[src/rtl/fs_pkg.sv]
package fs_pkg;

  // Counter width able to hold values 0 .. n-1
  function automatic int unsigned cnt_width(input int unsigned n);
    return (n < 2) ? 1 : $clog2(n);
  endfunction

  // Snapshot of the filtered fault sources
  typedef struct packed {
    logic oc_hold;
    logic uv_low;
    logic pin_dis;
  } fs_sources_t;

endpackage

[src/rtl/fs_glitch_filter.sv]
module fs_glitch_filter #(
  parameter int unsigned STABLE_CYC = 4,
  parameter logic        INIT       = 1'b0
) (
  input  logic clk,
  input  logic rst_n,
  input  logic raw_i,
  output logic filt_o
);
  localparam int unsigned CW = fs_pkg::cnt_width(STABLE_CYC);
  localparam logic [CW-1:0] LAST = CW'(STABLE_CYC - 1);

  logic          lvl_q;
  logic [CW-1:0] run_q;

  // Output follows raw input once it has differed for STABLE_CYC samples
  always_ff @(posedge clk or negedge rst_n) begin
    if (!rst_n) begin
      lvl_q <= INIT;
      run_q <= '0;
    end else if (raw_i == lvl_q) begin
      run_q <= '0;
    end else if (run_q == LAST) begin
      lvl_q <= raw_i;
      run_q <= '0;
    end else begin
      run_q <= run_q + CW'(1);
    end
  end

  assign filt_o = lvl_q;

  // an input equal to the held level never moves the output
  p_filter_steady_r2: assert property (@(posedge clk) disable iff (!rst_n)
    (raw_i == filt_o) |=> $stable(filt_o));

endmodule

[src/rtl/fs_trip_hold.sv]
module fs_trip_hold #(
  parameter int unsigned HOLD_CYC = 11500
) (
  input  logic clk,
  input  logic rst_n,
  input  logic trip_i,
  output logic active_o
);
  localparam int unsigned HW = fs_pkg::cnt_width(HOLD_CYC);
  localparam logic [HW-1:0] HLAST = HW'(HOLD_CYC - 1);

  logic          act_q;
  logic [HW-1:0] hold_q;

  // Hold window restarts whenever the trip is present
  always_ff @(posedge clk or negedge rst_n) begin
    if (!rst_n) begin
      act_q  <= 1'b0;
      hold_q <= '0;
    end else if (trip_i) begin
      act_q  <= 1'b1;
      hold_q <= '0;
    end else if (act_q) begin
      if (hold_q == HLAST) begin
        act_q  <= 1'b0;
        hold_q <= '0;
      end else begin
        hold_q <= hold_q + HW'(1);
      end
    end
  end

  assign active_o = act_q;

  p_trip_sets_hold_r3: assert property (@(posedge clk) disable iff (!rst_n)
    trip_i |=> active_o);

  p_no_drop_during_trip_r3: assert property (@(posedge clk) disable iff (!rst_n)
    $fell(active_o) |-> !$past(trip_i));

  // count stays inside the window and is idle when inactive
  p_hold_bounded_r4: assert property (@(posedge clk) disable iff (!rst_n)
    (hold_q <= HLAST) && (active_o || hold_q == '0));

endmodule

[src/rtl/fault_enable_supervisor.sv]
module fault_enable_supervisor #(
  parameter int unsigned OC_FILT_CYC = 90,
  parameter int unsigned UV_FILT_CYC = 75,
  parameter int unsigned EN_FILT_CYC = 20,
  parameter int unsigned HOLD_CYC    = 11500
) (
  input  logic clk,
  input  logic rst_n,
  input  logic oc_raw_i,
  input  logic uv_raw_i,
  input  logic pin_sense_i,
  output logic pin_pull_low_o,
  output logic shutdown_o
);
  import fs_pkg::*;

  logic        oc_filt;
  logic        uv_filt;
  logic        en_filt;
  fs_sources_t src;
  logic        pull_q;
  logic        shut_q;

  fs_glitch_filter #(.STABLE_CYC(OC_FILT_CYC), .INIT(1'b0)) u_oc_filt (
    .clk(clk), .rst_n(rst_n), .raw_i(oc_raw_i), .filt_o(oc_filt));

  // Undervoltage assumed present until proven otherwise
  fs_glitch_filter #(.STABLE_CYC(UV_FILT_CYC), .INIT(1'b1)) u_uv_filt (
    .clk(clk), .rst_n(rst_n), .raw_i(uv_raw_i), .filt_o(uv_filt));

  // Pin assumed low (disabled) until it is seen high
  fs_glitch_filter #(.STABLE_CYC(EN_FILT_CYC), .INIT(1'b0)) u_en_filt (
    .clk(clk), .rst_n(rst_n), .raw_i(pin_sense_i), .filt_o(en_filt));

  fs_trip_hold #(.HOLD_CYC(HOLD_CYC)) u_hold (
    .clk(clk), .rst_n(rst_n), .trip_i(oc_filt), .active_o(src.oc_hold));

  assign src.uv_low  = uv_filt;
  assign src.pin_dis = ~en_filt;

  always_ff @(posedge clk or negedge rst_n) begin
    if (!rst_n) begin
      pull_q <= 1'b1;
      shut_q <= 1'b1;
    end else begin
      pull_q <= src.oc_hold | src.uv_low;
      shut_q <= src.oc_hold | src.uv_low | src.pin_dis;
    end
  end

  assign pin_pull_low_o = pull_q;
  assign shutdown_o     = shut_q;

  p_oc_shuts_r5: assert property (@(posedge clk) disable iff (!rst_n)
    src.oc_hold |=> (shutdown_o && pin_pull_low_o));

  p_uv_pulls_r6: assert property (@(posedge clk) disable iff (!rst_n)
    uv_filt |=> pin_pull_low_o);

  p_pin_low_shuts_r8: assert property (@(posedge clk) disable iff (!rst_n)
    !en_filt |=> shutdown_o);

  p_pull_implies_shut_r10: assert property (@(posedge clk) disable iff (!rst_n)
    pin_pull_low_o |-> shutdown_o);

endmodule

[config.mk]
export PLATFORM = sky130hd
export DESIGN_NAME = fault_enable_supervisor
export DESIGN_NICKNAME = d
export VERILOG_FILES = /design/src/rtl/fs_pkg.sv /design/src/rtl/fs_glitch_filter.sv /design/src/rtl/fs_trip_hold.sv /design/src/rtl/fault_enable_supervisor.sv
export SDC_FILE = /design/constraint.sdc
export NUM_CORES = 1
export LEC_CHECK = 0
export ABC_AREA = 1
export BUFFER_PORTS_ARGS = -buffer_cell sky130_fd_sc_hd__buf_2
export CORE_ASPECT_RATIO = 1.4
export CORE_MARGIN = 2
export CORE_UTILIZATION = 60
export DETAILED_ROUTE_END_ITERATION = 6
export PLACE_DENSITY_LB_ADDON = 0.25
export SLEW_MARGIN = 30
export SYNTH_ARGS = -nofsm -noshare
export SYNTH_HDL_FRONTEND = slang
export SYNTH_SLANG_ARGS = --single-unit
[constraint.sdc]
create_clock -name clk -period 2.2 [get_ports clk]
set_clock_uncertainty 0.1 [all_clocks]
set_input_delay 0.44 -clock clk [delete_from_list [all_inputs] [get_ports clk]]
set_output_delay 0.44 -clock clk [all_outputs]
set_load 0.01 [all_outputs]
==> results.sh <==
export IMPL_finalWirelength_microns=3733
export IMPL_ys_types=26
export IMPL_hp_class="input pin to asynchronous set/reset pin"
export IMPL_start_util_pct=63.73
export IMPL_drive_above_1_share_pct=13.10
export IMPL_grt_ovfl_total=0
export IMPL_r2r_cells=8
export IMPL_synth_nets=248
export IMPL_ys_ff_latch=39
export IMPL_route_detailed_drc=0
export IMPL_antennaDiodeCount=0
export IMPL_vias_per_cell=5.347
export IMPL_cpPeakStageDelay_ps=410
export IMPL_post_cts_resized=0
export IMPL_synthMuxAreaShare_pct=0.5604
export IMPL_io_pins=7
export IMPL_cts_tree="done"
export IMPL_path_max_fanout=6
export IMPL_synth_top_family_by_area="simple AND/OR/NAND/NOR gates"
export IMPL_peakVddDrop_uv=537.9
export IMPL_area_growth_pct=10.96
export IMPL_cts_buffers=5
export IMPL_grt_max_degree=21
export IMPL_wl_per_cell_microns=12.83
export IMPL_clockBufferDepth=2
export IMPL_cp_required_ps=2330
export IMPL_grt_pass1_vias=1455
export IMPL_synth_xor_area_share_pct=5.666
export IMPL_synthesis_instances=237
export IMPL_cts_sinks=39
export IMPL_path_cells="ha_1 > nand3_1 > nor2_1 > nand2_1 > nand2_2 > nor2_4 > nand3_1 > nand2_1"
export IMPL_critical_path_arrival_ps=1660
export IMPL_post_cts_buffers=0
export IMPL_vias=1556
export IMPL_num_rows=24
export IMPL_setup_violations_final=0
export IMPL_synthSimpleGateAreaFrac_pct=29.89
export IMPL_dp_hpwl_microns=2766
export IMPL_gp_congestion=0.7954
export IMPL_synth_compound_area_share_pct=5.978
export IMPL_hold_buffers=0
export IMPL_synth_adder_area_share_pct=3.736
export IMPL_relSlewSlack_pct=67.85
export IMPL_yosysWarnings=0
export IMPL_synth_async_reset_ratio_pct=100.0
export IMPL_drtIter0Drc=27
export IMPL_clock_latency_ps=290
export IMPL_yosysSeqAreaShare_pct=48.75
export IMPL_cts_root_buf="clkbuf_8"
export IMPL_synth_edf_count=0
export IMPL_fmax_mhz=654.8
export IMPL_tightest_slew_ps=482.3
export IMPL_grt_pass1_wl_microns=6403
export IMPL_startpoint_type="flip-flop"
export IMPL_synthesis_area_sq_um=2009
export IMPL_die_h_microns=72.48
export IMPL_power_mw=1.465
export IMPL_dieArea_sq_um=3835
export IMPL_final_nets=262
export IMPL_die_w_microns=52.91
export IMPL_grt_setup_unrepaired="false"
export IMPL_clkSlewWorstSetupHoldPaths_ps=70
export IMPL_finalMaxSlewViolations=0
export IMPL_io_buffers=6
export IMPL_track_usage_pct=22.89
export IMPL_power_leakage_nw=0.9905
export IMPL_cap_violations=0
export IMPL_synthFlopType="dfrtp_1"
export IMPL_ant_nets=0
export IMPL_tns_ps=0
export IMPL_outcome="finished clean"
export IMPL_fin_crit_ps=1527
export IMPL_power_density_nw_per_um2=657.2
export IMPL_detail_route_first_pass_iterations=4
export IMPL_period_share_pct=69.42
export IMPL_crit_path_end_kind="flip-flop"
export IMPL_htreeDepth=2
export IMPL_core_area_sq_um=3153
export IMPL_hold_viol=0
export IMPL_cpMaxStageDelayCell="dfrtp_1"
export IMPL_antenna_found_initial=0
export IMPL_worstSetupPathType="flip-flop to flip-flop"
export IMPL_syn_area_per_cell_sq_um=8.479
[Yosys cell counts, types with 2 or more instances]
library cell,number,share of area (%)
inv_1,28,5.2
o22ai_1,2,0.62
nand2_2,4,1.2
nor2_4,4,2.2
nor2_1,34,6.4
nand4_1,7,2.2
a21oi_1,5,1.2
dfstp_2,3,3.9
xor2_1,6,2.6
nand2_1,49,9.2
xnor2_1,7,3.1
o21bai_1,3,1.1
nand3_1,18,4.5
o21ai_0,3,0.75
ha_1,6,3.7
o21a_1,2,0.75
nor3_1,5,1.2
nand3_2,3,1.5
o21ai_1,6,1.5
dfrtp_1,36,45
[path summary, 6_finish.rpt]
check                            startpoint            endpoint  slack [ps]
setup / recovery           u_hold.hold_q[0]   u_hold.hold_q[10]         670
hold / removal                        rst_n  u_uv_filt.run_q[5]           3
setup reg to reg           u_hold.hold_q[0]   u_hold.hold_q[10]         670
hold reg to reg            u_en_filt.filt_o          shutdown_o         370
max in group asynchronous             rst_n  u_uv_filt.run_q[1]        1530
min in group clk                   uv_raw_i    u_uv_filt.filt_o         310
[critical path: cells and delay by family (launching register included)]
family | cells | cell delay (ps)
adder cells (fa/ha/maj) | 1 | 300
flip-flops | 1 | 410
AND/OR/NAND/NOR | 7 | 670
[power breakdown]
| group | switching [mW] | internal [mW] |
|---|---|---|
| Sequential | 0.0245 | 0.742 |
| Clock | 0.247 | 0.367 |
| Combinational | 0.0518 | 0.0341 |
| Total | 0.323 | 1.14 |
[registers in the layout, indices dropped and copies added (netlist names)]
signal	cells
pin_pull_low_o	1
u_oc_filt.filt_o	1
shutdown_o	1
u_uv_filt.filt_o	1
u_oc_filt.run_q	7
u_hold.hold_q	14
u_hold.active_o	1
u_uv_filt.run_q	7
u_en_filt.run_q	5
u_en_filt.filt_o	1
[placed cells by master (no fill, tap or decap), drive strengths merged]
master  Yosys  routed
buf         0       8
clkbuf      1       6
xor2        6       6
nor3b       1       1
inv        28      28
mux2        1       1
o21bai      3       3
bufinv      0       1
and3        1       1
dfstp       3       3
nor2       39      39
ha          6       6
o21ai       9       9
nor3        6       6
nand3      21      21
a21oi       5       5
nand4       7       7
dfrtp      36      36
xnor2       7       7
o21a        2       2
nand2      53      53
o22ai       2       2
clkinv      0       1
[layout make-up]
| class | instances | area, sq um |
|---|---|---|
| clock buffers | 6 | 82.58 |
| clock inverters | 2 | 35.03 |
| fillers | 243 | 923.4 |
| inverters | 28 | 105.1 |
| multi-input cells | 169 | 920.9 |
| flip-flops and latches | 39 | 979.7 |
| well taps | 39 | 48.80 |
| repair buffers | 8 | 57.56 |
[stage by stage]
| stage | instances | cell area [sq um] | util [%] | hold WS (ps) | setup WS [ps] |
|---|---|---|---|---|---|
| 3_5_place_dp | 283 | 2112 | 66.98 | 321.3 | 693.5 |
| 4_1_cts | 291 | 2230 | 70.71 | 10.45 | 670.6 |
| 3_3_place_gp | 283 | 2112 | 66.98 | 318.9 | 729.2 |
| 5_1_grt | 291 | 2230 | 70.71 | 27.82 | 527.4 |
| 6_report | 291 | 2230 | 70.71 | 3.101 | 672.7 |
| 2_1_floorplan | 237 | 2009 | - | 44.41 | 834.7 |
[kinds of logic after synthesis]
group                    after synthesis
buffers and inverters                 29
adder cells (fa/ha/maj)                6
XOR/XNOR                              13
flip-flops                            39
AO/OA/AOI/OAI                         21
multiplexers                           1
AND/OR/NAND/NOR                      128
[per-layer routing]
layer  global-route usage (%)  vias to the layer above  part of all wire, %
li1                         -                      786                    -
met3                    5.761                        8                  3.1
met4                    9.687                        0                  2.5
met5                        0                        -                    0
met2                    39.17                       27                   52
met1                    26.69                      735                   42
No activity file was read; power rests on OpenSTA's default activity.
